[src/rtl/adc_rd_pkg.sv]
package adc_rd_pkg;
  localparam int FRAME_BITS = 16;
  localparam int LEAD_BITS  = 4;
  localparam int RES_BITS   = FRAME_BITS - LEAD_BITS;
  localparam int CNT_W      = $clog2(FRAME_BITS + 1);

  typedef enum logic [1:0] {
    ST_IDLE  = 2'd0,
    ST_XFER  = 2'd1,
    ST_QUIET = 2'd2
  } st_e;
endpackage

[src/rtl/adc_sclk_div.sv]
module adc_sclk_div #(
  parameter int HALF_DIV = 4
) (
  input  logic clk_i,
  input  logic rst_ni,
  input  logic run_i,
  output logic sclk_o,
  output logic fall_o,
  output logic rise_o
);
  localparam int DW = (HALF_DIV > 1) ? $clog2(HALF_DIV) : 1;

  logic [DW-1:0] cnt_q;
  logic          sclk_q;
  logic          tick;

  assign tick   = run_i && (cnt_q == DW'(HALF_DIV - 1));
  assign fall_o = tick && sclk_q;
  assign rise_o = tick && !sclk_q;
  assign sclk_o = sclk_q;

  always_ff @(posedge clk_i or negedge rst_ni) begin
    if (!rst_ni) begin
      cnt_q  <= '0;
      sclk_q <= 1'b1;
    end else if (!run_i) begin
      cnt_q  <= '0;
      sclk_q <= 1'b1;
    end else if (tick) begin
      cnt_q  <= '0;
      sclk_q <= !sclk_q;
    end else begin
      cnt_q  <= cnt_q + 1'b1;
    end
  end
endmodule

[src/rtl/adc_frame_shift.sv]
module adc_frame_shift
  import adc_rd_pkg::*;
(
  input  logic                  clk_i,
  input  logic                  rst_ni,
  input  logic                  clr_i,
  input  logic                  cap_i,
  input  logic                  sdata_i,
  output logic [FRAME_BITS-1:0] frame_o,
  output logic                  full_o
);
  logic [FRAME_BITS-1:0] sh_q;
  logic [CNT_W-1:0]      n_q;

  always_ff @(posedge clk_i or negedge rst_ni) begin
    if (!rst_ni) begin
      sh_q <= '0;
      n_q  <= '0;
    end else if (clr_i) begin
      sh_q <= '0;
      n_q  <= '0;
    end else if (cap_i) begin
      sh_q <= {sh_q[FRAME_BITS-2:0], sdata_i};
      n_q  <= n_q + 1'b1;
    end
  end

  assign frame_o = sh_q;
  assign full_o  = (n_q == CNT_W'(FRAME_BITS));
endmodule

[src/rtl/adc_quiet_timer.sv]
module adc_quiet_timer #(
  parameter int QUIET_W = 8
) (
  input  logic               clk_i,
  input  logic               rst_ni,
  input  logic               load_i,
  input  logic               run_i,
  input  logic [QUIET_W-1:0] len_i,
  output logic               done_o
);
  logic [QUIET_W-1:0] len_q;
  logic [QUIET_W-1:0] cnt_q;

  always_ff @(posedge clk_i or negedge rst_ni) begin
    if (!rst_ni) begin
      len_q <= '0;
      cnt_q <= '0;
    end else if (load_i) begin
      len_q <= len_i;
      cnt_q <= '0;
    end else if (run_i && !done_o) begin
      cnt_q <= cnt_q + 1'b1;
    end
  end

  assign done_o = (cnt_q >= len_q);
endmodule

[src/rtl/adc_rd_ctrl.sv]
module adc_rd_ctrl
  import adc_rd_pkg::*;
#(
  parameter int HALF_DIV = 4,
  parameter int QUIET_W  = 8
) (
  input  logic               clk_i,
  input  logic               rst_ni,
  input  logic               start_i,
  input  logic               abort_i,
  input  logic [QUIET_W-1:0] quiet_cycles_i,
  input  logic               sdata_i,
  output logic               cs_no,
  output logic               sclk_o,
  output logic               busy_o,
  output logic               valid_o,
  output logic               frame_err_o,
  output logic               aborted_o,
  output logic [RES_BITS-1:0] data_o
);
  st_e st_q, st_d;

  logic                  run;
  logic                  fall, rise;
  logic                  full;
  logic [FRAME_BITS-1:0] frame;
  logic                  q_done;
  logic                  go, fin, abt;

  assign go  = (st_q == ST_IDLE) && start_i;
  assign abt = (st_q == ST_XFER) && abort_i;
  assign fin = (st_q == ST_XFER) && !abort_i && rise && full;
  // divider stops in the abort cycle so sclk is high when cs rises
  assign run = (st_q == ST_XFER) && !abort_i;

  adc_sclk_div #(.HALF_DIV(HALF_DIV)) u_div (
    .clk_i  (clk_i),
    .rst_ni (rst_ni),
    .run_i  (run),
    .sclk_o (sclk_o),
    .fall_o (fall),
    .rise_o (rise)
  );

  adc_frame_shift u_shift (
    .clk_i   (clk_i),
    .rst_ni  (rst_ni),
    .clr_i   (go),
    .cap_i   (fall && run),
    .sdata_i (sdata_i),
    .frame_o (frame),
    .full_o  (full)
  );

  adc_quiet_timer #(.QUIET_W(QUIET_W)) u_quiet (
    .clk_i  (clk_i),
    .rst_ni (rst_ni),
    .load_i (fin || abt),
    .run_i  (st_q == ST_QUIET),
    .len_i  (quiet_cycles_i),
    .done_o (q_done)
  );

  always_comb begin
    st_d = st_q;
    unique case (st_q)
      ST_IDLE:  if (start_i) st_d = ST_XFER;
      ST_XFER:  if (abt || fin) st_d = ST_QUIET;
      ST_QUIET: if (q_done) st_d = ST_IDLE;
      default:  st_d = ST_IDLE;
    endcase
  end

  always_ff @(posedge clk_i or negedge rst_ni) begin
    if (!rst_ni) begin
      st_q        <= ST_IDLE;
      cs_no       <= 1'b1;
      valid_o     <= 1'b0;
      frame_err_o <= 1'b0;
      aborted_o   <= 1'b0;
      data_o      <= '0;
    end else begin
      st_q        <= st_d;
      cs_no       <= (st_d != ST_XFER);
      valid_o     <= fin;
      aborted_o   <= abt;
      frame_err_o <= fin && (|frame[FRAME_BITS-1:RES_BITS]);
      if (fin) data_o <= frame[RES_BITS-1:0];
    end
  end

  assign busy_o = (st_q != ST_IDLE);
endmodule

[config.mk]
export PLATFORM = sky130hd
export DESIGN_NAME = adc_rd_ctrl
export DESIGN_NICKNAME = d
export VERILOG_FILES = /design/src/rtl/adc_rd_pkg.sv /design/src/rtl/adc_sclk_div.sv /design/src/rtl/adc_frame_shift.sv /design/src/rtl/adc_quiet_timer.sv /design/src/rtl/adc_rd_ctrl.sv
export SDC_FILE = /design/constraint.sdc
export NUM_CORES = 1
export LEC_CHECK = 0
export BUFFER_PORTS_ARGS = -buffer_cell sky130_fd_sc_hd__buf_2
export CAP_MARGIN = 40
export CORE_ASPECT_RATIO = 1.1
export CORE_MARGIN = 2
export CORE_UTILIZATION = 40
export DETAILED_ROUTE_END_ITERATION = 8
export GPL_ROUTABILITY_DRIVEN = 0
export REMOVE_ABC_BUFFERS = 1
export SKIP_LAST_GASP = 1
export SLEW_MARGIN = 20
export SYNTH_ARGS = -nofsm -noshare
export SYNTH_HDL_FRONTEND = slang
export SYNTH_SLANG_ARGS = --single-unit
[constraint.sdc]
create_clock -name clk_i -period 2.67 [get_ports clk_i]
set_clock_uncertainty 0.15 [all_clocks]
set_input_delay 0 -clock clk_i [delete_from_list [all_inputs] [get_ports clk_i]]
set_output_delay 0 -clock clk_i [all_outputs]
set_load 0.005 [all_outputs]
======== Word-level counts from Yosys, hierarchy flattened ========
Cells that the tools add are included.
Widths: inputs -> output; s select.
word-level totals
  input bits .............................. 13
  output and inout port bits .............. 18
  bits in registers ....................... 58
cells by class
  magnitude comparators ................... 1
  mux-type cells .......................... 14
  add/sub/neg operators ................... 3
  reductions and logical operators ........ 20
  equal/unequal tests ..................... 6
operator list
  operator             number
  $mux 16              2
  $mux 8               2
  $logic_and 1x1->1    11
  $mux 2               5
  $mux 5               2
  $add 8x1->8 const B  1
  $ge 8x8->1           1
  $pmux 2 s3           1
  $reduce_bool 2->1    3
  $add 5x1->5 const B  1
  $eq 5x5->1 const B   1
  $eq 2x2->1 const B   2
  $ne 2x1->1 const B   2
  $reduce_or 4->1      1
  $logic_not 1->1      3
  $add 2x1->2 const B  1
  $eq 2x1->1 const B   1
  $logic_not 2->1      1
  $mux 1               2
  $logic_or 1x1->1     1

======== Depth between registers and ports, before layout ========
Gate-level depths: netlist (run 1).
  word-level depth ........................ 10
  mapped depth ............................ 8
  gate-level depth less buffers ........... 6

======== Cells and area by module ========
Synthesis (run 1) repeated with hierarchy kept, for this count alone.
unflattened totals
  cell total of the unflattened synthesis .. 230
  area, all modules ....................... 2755.1 µm²
by module, submodules not included
  module           times used  area each (µm²)  cells each
  adc_frame_shift  1           947.2            79
  adc_quiet_timer  1           922.1            91
  adc_rd_ctrl      1           752.0            49
  adc_sclk_div     1           133.9            11

======== Worst setup path before layout (run 1) ========
OpenSTA, ideal clock, no wires.
  kind .................................... flip-flop to flip-flop
  from .................................... reg u_quiet.cnt_q[0]
  to ...................................... reg u_quiet.cnt_q[0]
  data arrival time ....................... 1.673 ns
  clock period less this slack ............ 1.955 ns
  required time ........................... 2.388 ns
  cell stages (with the launch flop) ...... 7
  path buffers ............................ 0
  library setup time ...................... 0.132 ns
  slack ................................... 0.715 ns
  cells stage by stage .................... dfrtp_1 inv_1 ha_1 nand2b_1 a2111oi_4 o21ai_1 mux2i_1
on the way
  longest elaborated chain between the ends .. 4
  elaborated cells between the ends (all ways) .. 7
ends and longest elaborated chain
  element                             RTL line               text
  start, declared                     adc_quiet_timer.sv:12  logic [QUIET_W-1:0] cnt_q;
  start signal, assigned              adc_quiet_timer.sv:22  cnt_q <= cnt_q + 1'b1;
  $ge 8x8->1                          adc_quiet_timer.sv:26  assign done_o = (cnt_q >= len_q);
  $logic_not 1->1                     adc_quiet_timer.sv:21  end else if (run_i && !done_o) begin
  $logic_and 1x1->1                   adc_quiet_timer.sv:21
  $reduce_bool 2->1 (no source line)  -
Several ways; a longest one is shown, not always the timed one. The select of a mux whose other input is x is not followed.
A chain may end at the register's enable or synchronous reset.

======== Worst setup path in the final report (run 1) ========
  from .................................... reg u_div.cnt_q[0]
  to ...................................... reg u_shift.sh_q[0], in the netlist u_shift.frame_o[0]
on the way
  longest elaborated chain between the ends .. 5
ends and longest elaborated chain
  element                             RTL line               text
  start, declared                     adc_sclk_div.sv:13     logic [DW-1:0] cnt_q;
  start signal, assigned              adc_sclk_div.sv:33     cnt_q <= cnt_q + 1'b1;
  $eq 2x2->1                          adc_sclk_div.sv:17     assign tick = run_i && (cnt_q == DW'(HALF_DIV - 1));
  $logic_and 1x1->1                   adc_sclk_div.sv:17
  $logic_and 1x1->1                   adc_sclk_div.sv:18     assign fall_o = tick && sclk_q;
  $logic_and 1x1->1                   adc_rd_ctrl.sv:49      .cap_i (fall && run),
  $reduce_bool 2->1 (no source line)  -
  end signal, assigned                adc_frame_shift.sv:23  sh_q <= {sh_q[FRAME_BITS-2:0], sdata_i};
  end, declared                       adc_frame_shift.sv:12  logic [FRAME_BITS-1:0] sh_q;
No other way between the ends.

==> metrics.md, run 1 <==
| Metric | Value |
|---|---|
| Vias/cell | 4.858 |
| CP max FO | 16 |
| Max-cap violations | 0 |
| Gr usage total | 13.93% |
| CP max stage cell | dlygate4sd3_1 |
| Largest net degree at the start of global routing | 59 |
| Global-route wire length before repair | 8.459 mm |
| Share of cells above drive strength 1 | 26.03% |
| Worst slew margin | 50.90% |
| Die area | 7670 µm² |
| #FFs+latches synth | 58 |
| Post-CTS sizing | 0 |
| Distinct cells, synth | 39 |
| Worst path buffer plus inverter count | 2 |
| Die H | 91.66 µm |
| Worst Setup End Kind | flip-flop |
| FF+latch area | 1454 µm² |
| Clock root buffer master | clkbuf_8 |
| Syn Area/Cell | 11.69 µm² |
| Top flip-flop cell by instance count after synthesis | dfrtp_1 |
| Cell Chain, Critical Path | ha_1, nor4bb_1, buf_4, nand2_1, nand3_1, nand2_1, dlygate4sd3_1 |
| Net Sw Power | 739.6 µW |
| Sequential fraction of design power | 45.7% |
| Final wirelength | 4.773 mm |
| Comb power frac | 25.0% |
| # diodes | 0 |
| Core Rows | 31 |
| Dpl cells | 345 |
| Die X | 83.69 µm |
| Worst R2R Path Depth | 7 |
| Antenna violations before repair | 0 |
| Worst-path clk slew | 0.07 ns |
| Critical Path RT | 2.74 ns |
| Status | finished clean |
| PortBufs | 30 |
| Worst hold slack | 0.1694 ns |
| Largest stage delay on the critical path | 0.54 ns |
| CTS tree | built |
| Total core area | 6671 µm² |
| DRC | 0 |
| Post-DP HPWL | 3.164 mm |
| Crit path DAT | 2.52 ns |
| Area Overhead vs Synth | 17.82% |
| Post-synth ARST share | 100.0% |
| Via count | 1,817 |
| Number of cells produced by synthesis | 239 |
| CTS H-tree depth | 3 |
| Starting density of the core | 41.88% |
| Clk network pwr share | 29.3% |
| Power density over cell area | 727.2 nW/µm² |
| Max Slew Vio Count | 0 |
| Wire per inst | 12.76 µm |
| YS warnings | 0 |
| Overflow left after global routing | 0 |
| Sink Count | 58 |
| Post-route ant nets | 0 |
| Cell mode on critical path | nand2_1 |
| Synthesized cell area | 2794 µm² |
| Switch share | 30.89% |
| Post-Layout Cell Count | 374 |
| I/O Pins | 31 |
| Final worst path period share | 91.45% |
| Final min period | 2.442 ns |
| Layout fillers | 629 |
| Nets@finish | 312 |
| Worst VDD drop | 0.0003650 V |
| Post-synthesis sequential area ratio | 52.04% |
| Fmax | 409.5 MHz |
| Post-synth EDFFs | 0 |
| Critical path's top delay family | simple AND/OR/NAND/NOR gates |
| Worst setup SP type | flip-flop |
| RSZ-0062 raised after global routing | no |
| Clk buf depth | 2 |
| # setup viols final | 0 |
| CTS Buf Count | 9 |
| Least-Margin Pin Slew | 0.7365 ns |
| Worst skew pair latency | 0.34 ns |
| Area of the multi-input gates | 1201 µm² |
| Hold Fails Final Rpt | 0 |
| LEAKAGE | 1.713 nW |
| Internal cell power | 1.654 mW |
| 1st-iter DRT viols | 93 |
| Crit Path Category | reg -> reg |
| Instance count on the critical path | 7 |
| Drt pass-1 iters | 4 |
| Worst hold-check path type | in -> async |
| Number of global-route vias before repair | 1,774 |
## path summary, 6_finish.rpt
check / start / end / slack, ns
max: u_div.cnt_q[0] / u_shift.frame_o[0] / 0.23
min: rst_ni / u_shift.n_q[1] / 0.17
max reg2reg: u_div.cnt_q[0] / u_shift.frame_o[0] / 0.23
min reg2reg: u_div.cnt_q[0] / u_div.cnt_q[0] / 0.30
max in group asynchronous: rst_ni / u_shift.n_q[2] / 1.71
min in group clk_i: quiet_cycles_i[7] / u_quiet.len_q[7] / 0.27
## power groups by stage
stage	combinational, mW	clock (mW)	sequential, mW
after floorplan	0.457	0	1.08
after global placement	0.595	0	1.11
after detailed placement	0.599	0	1.11
after CTS	0.613	0.729	1.09
after global routing	0.690	0.767	1.11
final	0.598	0.701	1.09
## cell families (layout without fill, tap and decap cells)
kind of cell	after synthesis	after routing	share of synthesized area (%)
XOR/XNOR	5	5	1.568
AO/OA/AOI/OAI	31	31	8.106
AND/OR/NAND/NOR	81	81	14.73
flip-flops	58	58	52.04
adder cells (fa/ha/maj)	12	12	5.374
multiplexers	28	28	13.21
buffers and inverters	24	77	4.971
## worst register-to-register path, cell delays in order, from the launching register on
cell and delay, ns:
dfrtp_1 0.35, ha_1 0.20, nor4bb_1 0.28, buf_4 0.21, nand2_1 0.33, nand3_1 0.21, nand2_1 0.07, dlygate4sd3_1 0.54
## repair_timing
| item | CTS | global route |
|---|---|---|
| hold endpoints to repair | 72 | 0 |
| hold buffers | 13 | 0 |
| setup buffers | 0 | 0 |
## stage by stage
| step | worst slack, ns | instance area, µm² | setup TNS (ns) | util, % | total power [mW] |
|---|---|---|---|---|---|
| after floorplan | -0.05893 | 2708 | -0.4714 | - | 1.538 |
| after CTS | 0.2161 | 3292 | 0 | 49.34 | 2.436 |
| after global routing | 0.01296 | 3292 | 0 | 49.34 | 2.570 |
| final | 0.2283 | 3292 | 0 | 49.34 | 2.394 |
| after global placement | 0.5434 | 2990 | 0 | 44.82 | 1.701 |
| after detailed placement | 0.5062 | 2990 | 0 | 44.82 | 1.708 |
## area by class of cell
type / count / share of cell area (%)
Tap cell: 82 / 3.117
Multi-Input combinational cell: 157 / 36.49
Inverter: 14 / 1.596
Sequential cell: 58 / 44.17
Clock inverter: 5 / 0.9122
Timing Repair Buffer: 47 / 9.426
Clock buffer: 11 / 4.295
## synthesized netlist by cell type, types with 3 or more instances
| library cell | n | area [µm²] |
|---|---|---|
| mux2_2 | 3 | 33.78 |
| mux2i_1 | 8 | 80.08 |
| nand2b_1 | 4 | 25.02 |
| buf_6 | 6 | 67.56 |
| nand4_1 | 3 | 18.77 |
| ha_1 | 12 | 150.1 |
| mux2_4 | 17 | 255.2 |
| dfrtp_1 | 56 | 1401 |
| nor2_1 | 6 | 22.52 |
| o211ai_1 | 4 | 30.03 |
| clkbuf_1 | 3 | 11.26 |
| and2_1 | 7 | 43.79 |
| xor2_1 | 3 | 26.28 |
| nand2_1 | 47 | 176.4 |
| nand3_1 | 4 | 20.02 |
| a21oi_1 | 15 | 75.07 |
| inv_1 | 14 | 52.55 |
## state kept, by name (all words and copies together) (netlist names), 2 cells and up
name and count:
u_shift.frame_o 16, u_shift.n_q 5, u_quiet.cnt_q 8, st_q 2
u_quiet.len_q 8, u_div.cnt_q 2, data_o 12
## metal layers
metal	wire, µm	GRT usage [%]	share of wire, %
met1	2372	19.46	50
met2	2081	19.73	44
met3	186	3.150	3.9
met5	0	0	0
met4	133	8.199	2.8
## cell usage in the layout, fill, tap and decap left out, types with 6 or more instances in the layout
master / n
nand2_1: 47
dfrtp_1: 56
mux2_4: 17
and2_1: 7
buf_2: 30
a21oi_1: 15
ha_1: 12
nor2_1: 6
clkbuf_8: 10
inv_1: 14
mux2i_1: 8
dlygate4sd3_1: 13
Note: power is estimated with default switching activity, not from simulation.
==> run 2: changes to the inputs <==
--- a/config.mk
+++ b/config.mk
@@ -10,6 +10,7 @@
 export CORE_ASPECT_RATIO = 1.1
 export CORE_MARGIN = 2
 export CORE_UTILIZATION = 40
+export CTS_BUF_LIST = sky130_fd_sc_hd__clkbuf_4
 export DETAILED_ROUTE_END_ITERATION = 8
 export GPL_ROUTABILITY_DRIVEN = 0
 export REMOVE_ABC_BUFFERS = 1
==> run 2 against run 1 <==
  * Clock-buffer cell count decreased by 1
  * Register-to-register slack about the same
  * Non-clock buffer count unchanged
  * Cell area decreased by 1.9%
  * Critical path type unchanged
  * Largest cell class unchanged
==> metrics.md, run 2 (synthesized netlist as in run 1, its figures left out) <==
| Metric | Value |
|---|---|
| Die area | 7670 µm² (unchanged) |
| Final min period | 2.442 ns (+0.0007450 ns) |
| Clk buf depth | 2 (unchanged) |
| Postcts setup bufs | 0 (unchanged) |
| Reg2reg start | u_div.cnt_q[0] |
| Worst setup SP type | flip-flop |
| Area Overhead vs Synth | 15.58% |
| Wire per inst | 12.68 µm (-0.65%) |
| Worst R2R Path Depth | 7 (unchanged) |
| Die H | 91.66 µm (unchanged) |
| Overflow left after global routing | 0 (unchanged) |
| Number of global-route vias before repair | 1,781 (+0.39%) |
| Worst hold-check path type | in -> async |
| Post-CTS sizing | 0 (unchanged) |
| Drt pass-1 iters | 4 (unchanged) |
| Hold Fails Final Rpt | 0 (unchanged) |
| CTS Buf Count | 9 (unchanged) |
| Nets@finish | 312 (unchanged) |
| Worst Setup End Kind | flip-flop |
| Post-Route M1 WL | 2.376 mm (+0.17%) |
| Post-DP HPWL | 3.164 mm (unchanged) |
| Sink Count | 58 (unchanged) |
| Global-route wire length before repair | 8.411 mm (-0.57%) |
| CTS tree | built |
| R2r setup slk | 0.23 ns (about the same) |
| Util after Layout | 48.41% (-0.94 points) |
| Largest register FFs | 16 (unchanged) |
| Worst skew pair latency | 0.39 ns (+0.05 ns) |
| Routed met2 length | 2.072 mm (-0.43%) |
| LEAKAGE | 1.687 nW (-1.5%) |
| Total power | 2.202 mW (-8.0%) |
| I/O Pins | 31 (unchanged) |
| RSZ-0062 raised after global routing | no |
| Layout fillers | 632 (+0.48%) |
| Antenna violations before repair | 0 (unchanged) |
| Crit Path Category | reg -> reg |
| FF+latch area | 1454 µm² (unchanged) |
| Fmax | 409.4 MHz (about the same) |
| Vias/cell | 4.869 (+0.22%) |
| Setup slack after layout | 0.2275 ns (-0.0007450 ns) |
| Max Slew Vio Count | 0 (unchanged) |
| Reg-to-Reg End | u_shift.frame_o[0] |
| Crit path DAT | 2.57 ns (+0.05 ns) |
| Commonest non-fill, non-tap cell in the layout | dfrtp_1 |
| Status | finished clean |
| Largest net degree at the start of global routing | 59 (unchanged) |
| Highest metal layer with signal wires | met4 |
| Share of cells above drive strength 1 | 26.03% (unchanged) |
| Total core area | 6671 µm² (unchanged) |
| Post-route ant nets | 0 (unchanged) |
| Setup TNS | 0 ns (unchanged) |
| Die X | 83.69 µm (unchanged) |
| Worst VDD drop | 0.0003991 V (+9.3%) |
| # setup viols final | 0 (unchanged) |
| Gr usage total | 13.67% (-0.27 points) |
| CTS H-tree depth | 3 (unchanged) |
| Worst slack, placed | 0.5062 ns (unchanged) |
| Max-cap violations | 0 (unchanged) |
| CP max FO | 16 (unchanged) |
| PortBufs | 30 (unchanged) |
| DRC | 0 (unchanged) |
| Worst-path clk slew | 0.10 ns (+0.03 ns) |
| # diodes | 0 (unchanged) |
| Final worst path period share | 91.48% (about the same) |
| Core Rows | 31 (unchanged) |
| Most frequent cells in the layout | dfrtp_1 (56), nand2_1 (47), buf_2 (30) |
| Via count | 1,821 (+0.22%) |
| 1st-iter DRT viols | 92 (-1.1%) |
| Worst slew margin | 50.97% (+0.070 points) |
| Area of the multi-input gates | 1201 µm² (unchanged) |
| Power density over cell area | 682.0 nW/µm² (-6.2%) |
| Critical Path RT | 2.79 ns (+0.05 ns) |
| Least-Margin Pin Slew | 0.7355 ns (-0.001047 ns) |
| Met3 wire length | 210 µm (+13%) |
| Final wirelength | 4.742 mm (-0.65%) |
| Clock root buffer master | clkbuf_4 |
| Starting density of the core | 41.88% (unchanged) |
## run 2: how the worst max path moves through the flow
stage	cells past startpoint	end	slack (ns)	from
4_1_cts	7	u_shift.frame_o[0]	0.21	u_div.cnt_q[0]
3_3_place_gp	6	u_quiet.cnt_q[0]	0.54	u_quiet.cnt_q[0]
3_5_place_dp	6	u_quiet.cnt_q[1]	0.51	u_quiet.cnt_q[0]
2_1_floorplan	4	u_quiet.len_q[0]	-0.06	u_div.cnt_q[0]
5_1_grt	7	u_shift.frame_o[0]	0.03	u_div.cnt_q[0]
6_report	7	u_shift.frame_o[0]	0.23	u_div.cnt_q[0]
## run 2: final cells by class
cell class	instances	area share (%)
multi-input combinational	157	37.19
inverter	14	1.627
clock inverter	6	1.046
tap	82	3.177
sequential	58	45.02
clock buffer	10	2.325
timing repair buffer	47	9.609
## run 2: layer usage
metal,GRT usage (%),vias up
met5,0,-
met4,6.452,0
met3,3.510,10
met2,19.80,39
met1,19.12,852
li1,-,920
## run 2: worst max-delay path: stages (launching register included)
cell and delay [ns]:
dfrtp_1 0.36, ha_1 0.20, nor4bb_1 0.27, buf_4 0.21, nand2_1 0.33, nand3_1 0.20, nand2_1 0.06, dlygate4sd3_1 0.54
## run 2: repair_timing
item | in CTS | in global routing
hold buffers | 13 | 0
endpoints found under the hold margin | 73 | 0
endpoints found under the setup margin | 0 | 0
## run 2: report_power, final
group	switching, mW	internal (mW)	leakage [nW]
Combinational	0.303	0.298	0.848
Clock	0.316	0.194	0.0596
Sequential	0.0942	0.998	0.780
## run 2: metrics by stage
| stage | instances | hold slack, ns | instance area [µm²] |
|---|---|---|---|
| after global placement | 345 | 0.05316 | 2990 |
| after detailed placement | 345 | 0.04903 | 2990 |
| final | 374 | 0.1192 | 3229 |
| after global routing | 374 | 0.1599 | 3229 |
| after CTS | 374 | 0.1417 | 3229 |
| after floorplan | 229 | -0.4456 | 2708 |
==> run 3: changes to the inputs <==
==> constraint.sdc (replaced) <==
create_clock -name clk_i -period 2.1 [get_ports clk_i]
set_clock_uncertainty 0.15 [all_clocks]
set_input_delay 0 -clock clk_i [delete_from_list [all_inputs] [get_ports clk_i]]
set_output_delay 0 -clock clk_i [all_outputs]
set_load 0.005 [all_outputs]
==> run 3 against run 2 <==
  * Die area did not move
  * Clock power rose by 52%
  * Total power rose by 37%
  * Critical path depth fell by 2
  * Combinational power rose by 45%
==> metrics.md, run 3 (synthesized netlist as in run 1, its figures left out) <==
| Metric | Value |
|---|---|
| Status | finished clean |
| Final wirelength | 5.029 mm (+6.1%) |
| Die area | 7670 µm² (unchanged) |
| Number of global-route vias before repair | 1,793 (+0.67%) |
| Antenna violations before repair | 0 (unchanged) |
| Fin area | 3324 µm² (+2.9%) |
| Starting density of the core | 41.88% (unchanged) |
| Fmax | 504.8 MHz (+23%) |
| Share of cells above drive strength 1 | 26.94% (+0.91 points) |
| Least-Margin Pin Slew | 0.5167 ns (-0.2188 ns) |
| Gr usage total | 14.31% (+0.64 points) |
| PortBufs | 30 (unchanged) |
| Clock root buffer master | clkbuf_4 |
| Power density over cell area | 909.2 nW/µm² (+33%) |
| Internal cell power | 2.064 mW (+39%) |
| Worst slew margin | 65.48% (+15 points) |
| Core Rows | 31 (unchanged) |
| Switch share | 31.72% (-0.65 points) |
| 1st-iter DRT viols | 82 (-11%) |
| Largest register FFs | 16 (unchanged) |
| CTS tree | built |
| Max Slew Vio Count | 0 (unchanged) |
| Worst Setup End Kind | flip-flop |
| Nets@finish | 317 (+1.6%) |
| Crit path DAT | 2.15 ns (-0.42 ns) |
| Worst VDD drop | 0.0004548 V (+14%) |
| Hold Fails Final Rpt | 0 (unchanged) |
| Worst slack, placed | 0.06976 ns (-0.4364 ns) |
| Via count | 1,872 (+2.8%) |
| Die H | 91.66 µm (unchanged) |
| Largest net degree at the start of global routing | 59 (unchanged) |
| Area Overhead vs Synth | 18.99% |
| CTS Buf Count | 9 (unchanged) |
| Commonest non-fill, non-tap cell in the layout | dfrtp_1 |
| Total core area | 6671 µm² (unchanged) |
| Worst hold-check path type | in -> reg |
| Worst setup SP type | flip-flop |
| Overflow left after global routing | 0 (unchanged) |
| CTS H-tree depth | 3 (unchanged) |
| Vias/cell | 4.939 (+1.4%) |
| Global-route wire length before repair | 8.783 mm (+4.4%) |
| Net Sw Power | 958.7 µW (+34%) |
| CP max FO | 7 (-9) |
| Final worst path period share | 94.34% (+2.9 points) |
| Post-DP HPWL | 3.217 mm (+1.7%) |
| Sink Count | 58 (unchanged) |
| I/O Pins | 31 (unchanged) |
| Most frequent cells in the layout | dfrtp_1 (56), nand2_1 (47), buf_2 (30) |
| Comb power frac | 28.8% (+1.5 points) |
| Worst skew pair latency | 0.39 ns (about the same) |
| Max-cap violations | 0 (unchanged) |
| Drt pass-1 iters | 4 (unchanged) |
| Post-route ant nets | 0 (unchanged) |
| Clk buf depth | 2 (unchanged) |
| # setup viols final | 0 (unchanged) |
| Clk network pwr share | 25.6% (+2.5 points) |
| Setup slack after layout | 0.1189 ns (-0.1087 ns) |
| Sequential fraction of design power | 45.6% (-4.0 points) |
| LEAKAGE | 1.735 nW (+2.8%) |
| Wire per inst | 13.27 µm (+4.7%) |
| Critical Path RT | 2.27 ns (-0.52 ns) |
| Final min period | 1.981 ns (-0.4613 ns) |
| Worst-path clk slew | 0.10 ns (about the same) |
| # diodes | 0 (unchanged) |
| DRC | 0 (unchanged) |
| Layout fillers | 617 (-2.4%) |
| Placed cell areas | 3038 µm² (+1.6%) |
| Die X | 83.69 µm (unchanged) |
| Crit Path Category | reg -> reg |
-- run 3: changes by cell type in the layout (fill, tap and decap cells not counted), sizes merged --
| cell | previous run | this run |
|---|---|---|
| buf | 34 | 39 |
| clkbuf | 10 | 9 |
| bufinv | 0 | 1 |
| clkinv | 4 | 6 |
| clkinvlp | 2 | 0 |
-- run 3: timing repair --
item                       in CTS  in global routing
resized for setup               0                  1
setup buffers                   0                  1
hold endpoints to repair       90                 19
setup endpoints to repair       0                 11
hold buffers                   12                  1
-- run 3: cell type report --
type	count	area [µm²]	area share, %
multi-input cells	157	1202	36.17
repair buffers	52	385.4	11.59
clock buffers	9	67.56	2.032
flip-flops and latches	58	1454	43.73
inverters	14	52.55	1.581
clock inverters	7	60.06	1.807
well taps	82	102.6	3.086
-- run 3: path summary, 6_finish.rpt --
| kind | from | endpoint | slack (ns) | depth (start not counted) |
|---|---|---|---|---|
| setup / recovery | u_quiet.cnt_q[2] | u_quiet.cnt_q[0] | 0.12 | 5 |
| hold / removal | sdata_i | u_shift.frame_o[0] | 0.19 | 4 |
| setup reg to reg | u_quiet.cnt_q[2] | u_quiet.cnt_q[0] | 0.12 | 5 |
| hold reg to reg | u_div.cnt_q[0] | u_div.cnt_q[0] | 0.33 | 1 |
| max in group asynchronous | rst_ni | cs_no | 0.76 | 5 |
| min in group asynchronous | rst_ni | data_o[6] | 0.49 | 4 |
-- run 3: worst max-delay path: stages, from the launching register on --
cell and delay (ns):
dfrtp_1 0.44, ha_1 0.30, o21ai_0 0.08, a211o_1 0.41, o21ai_1 0.31, mux2i_1 0.22
-- run 3: layer usage --
metal / vias up / track usage (%) / share of wire, %
li1: 925 / - / -
met1: 911 / 20.21 / 50
met2: 30 / 20.73 / 46
met3: 6 / 4.140 / 3.4
met4: 0 / 5.645 / 1.2
met5: - / 0 / 0
-- run 3: per-stage QoR --
stage	std cells	TNS, ns	total power [mW]	hold WS, ns	utilization (%)
CTS	376	0	3.021	0.1399	49.25
floorplan	229	-19.27	1.956	-0.4456	-
global placement	348	0	2.200	0.04384	45.54
finish	379	0	3.023	0.1947	49.83
detailed placement	348	0	2.215	0.04895	45.54
global route	379	-0.01962	3.232	0.1836	49.83
-- run 3: power by group through the flow --
stage / logic (mW) / registers [mW] / clock network [mW]
4_1_cts: 0.839 / 1.38 / 0.802
3_3_place_gp: 0.800 / 1.40 / 0
6_report: 0.870 / 1.38 / 0.775
2_1_floorplan: 0.582 / 1.37 / 0
5_1_grt: 0.978 / 1.40 / 0.850
3_5_place_dp: 0.813 / 1.40 / 0
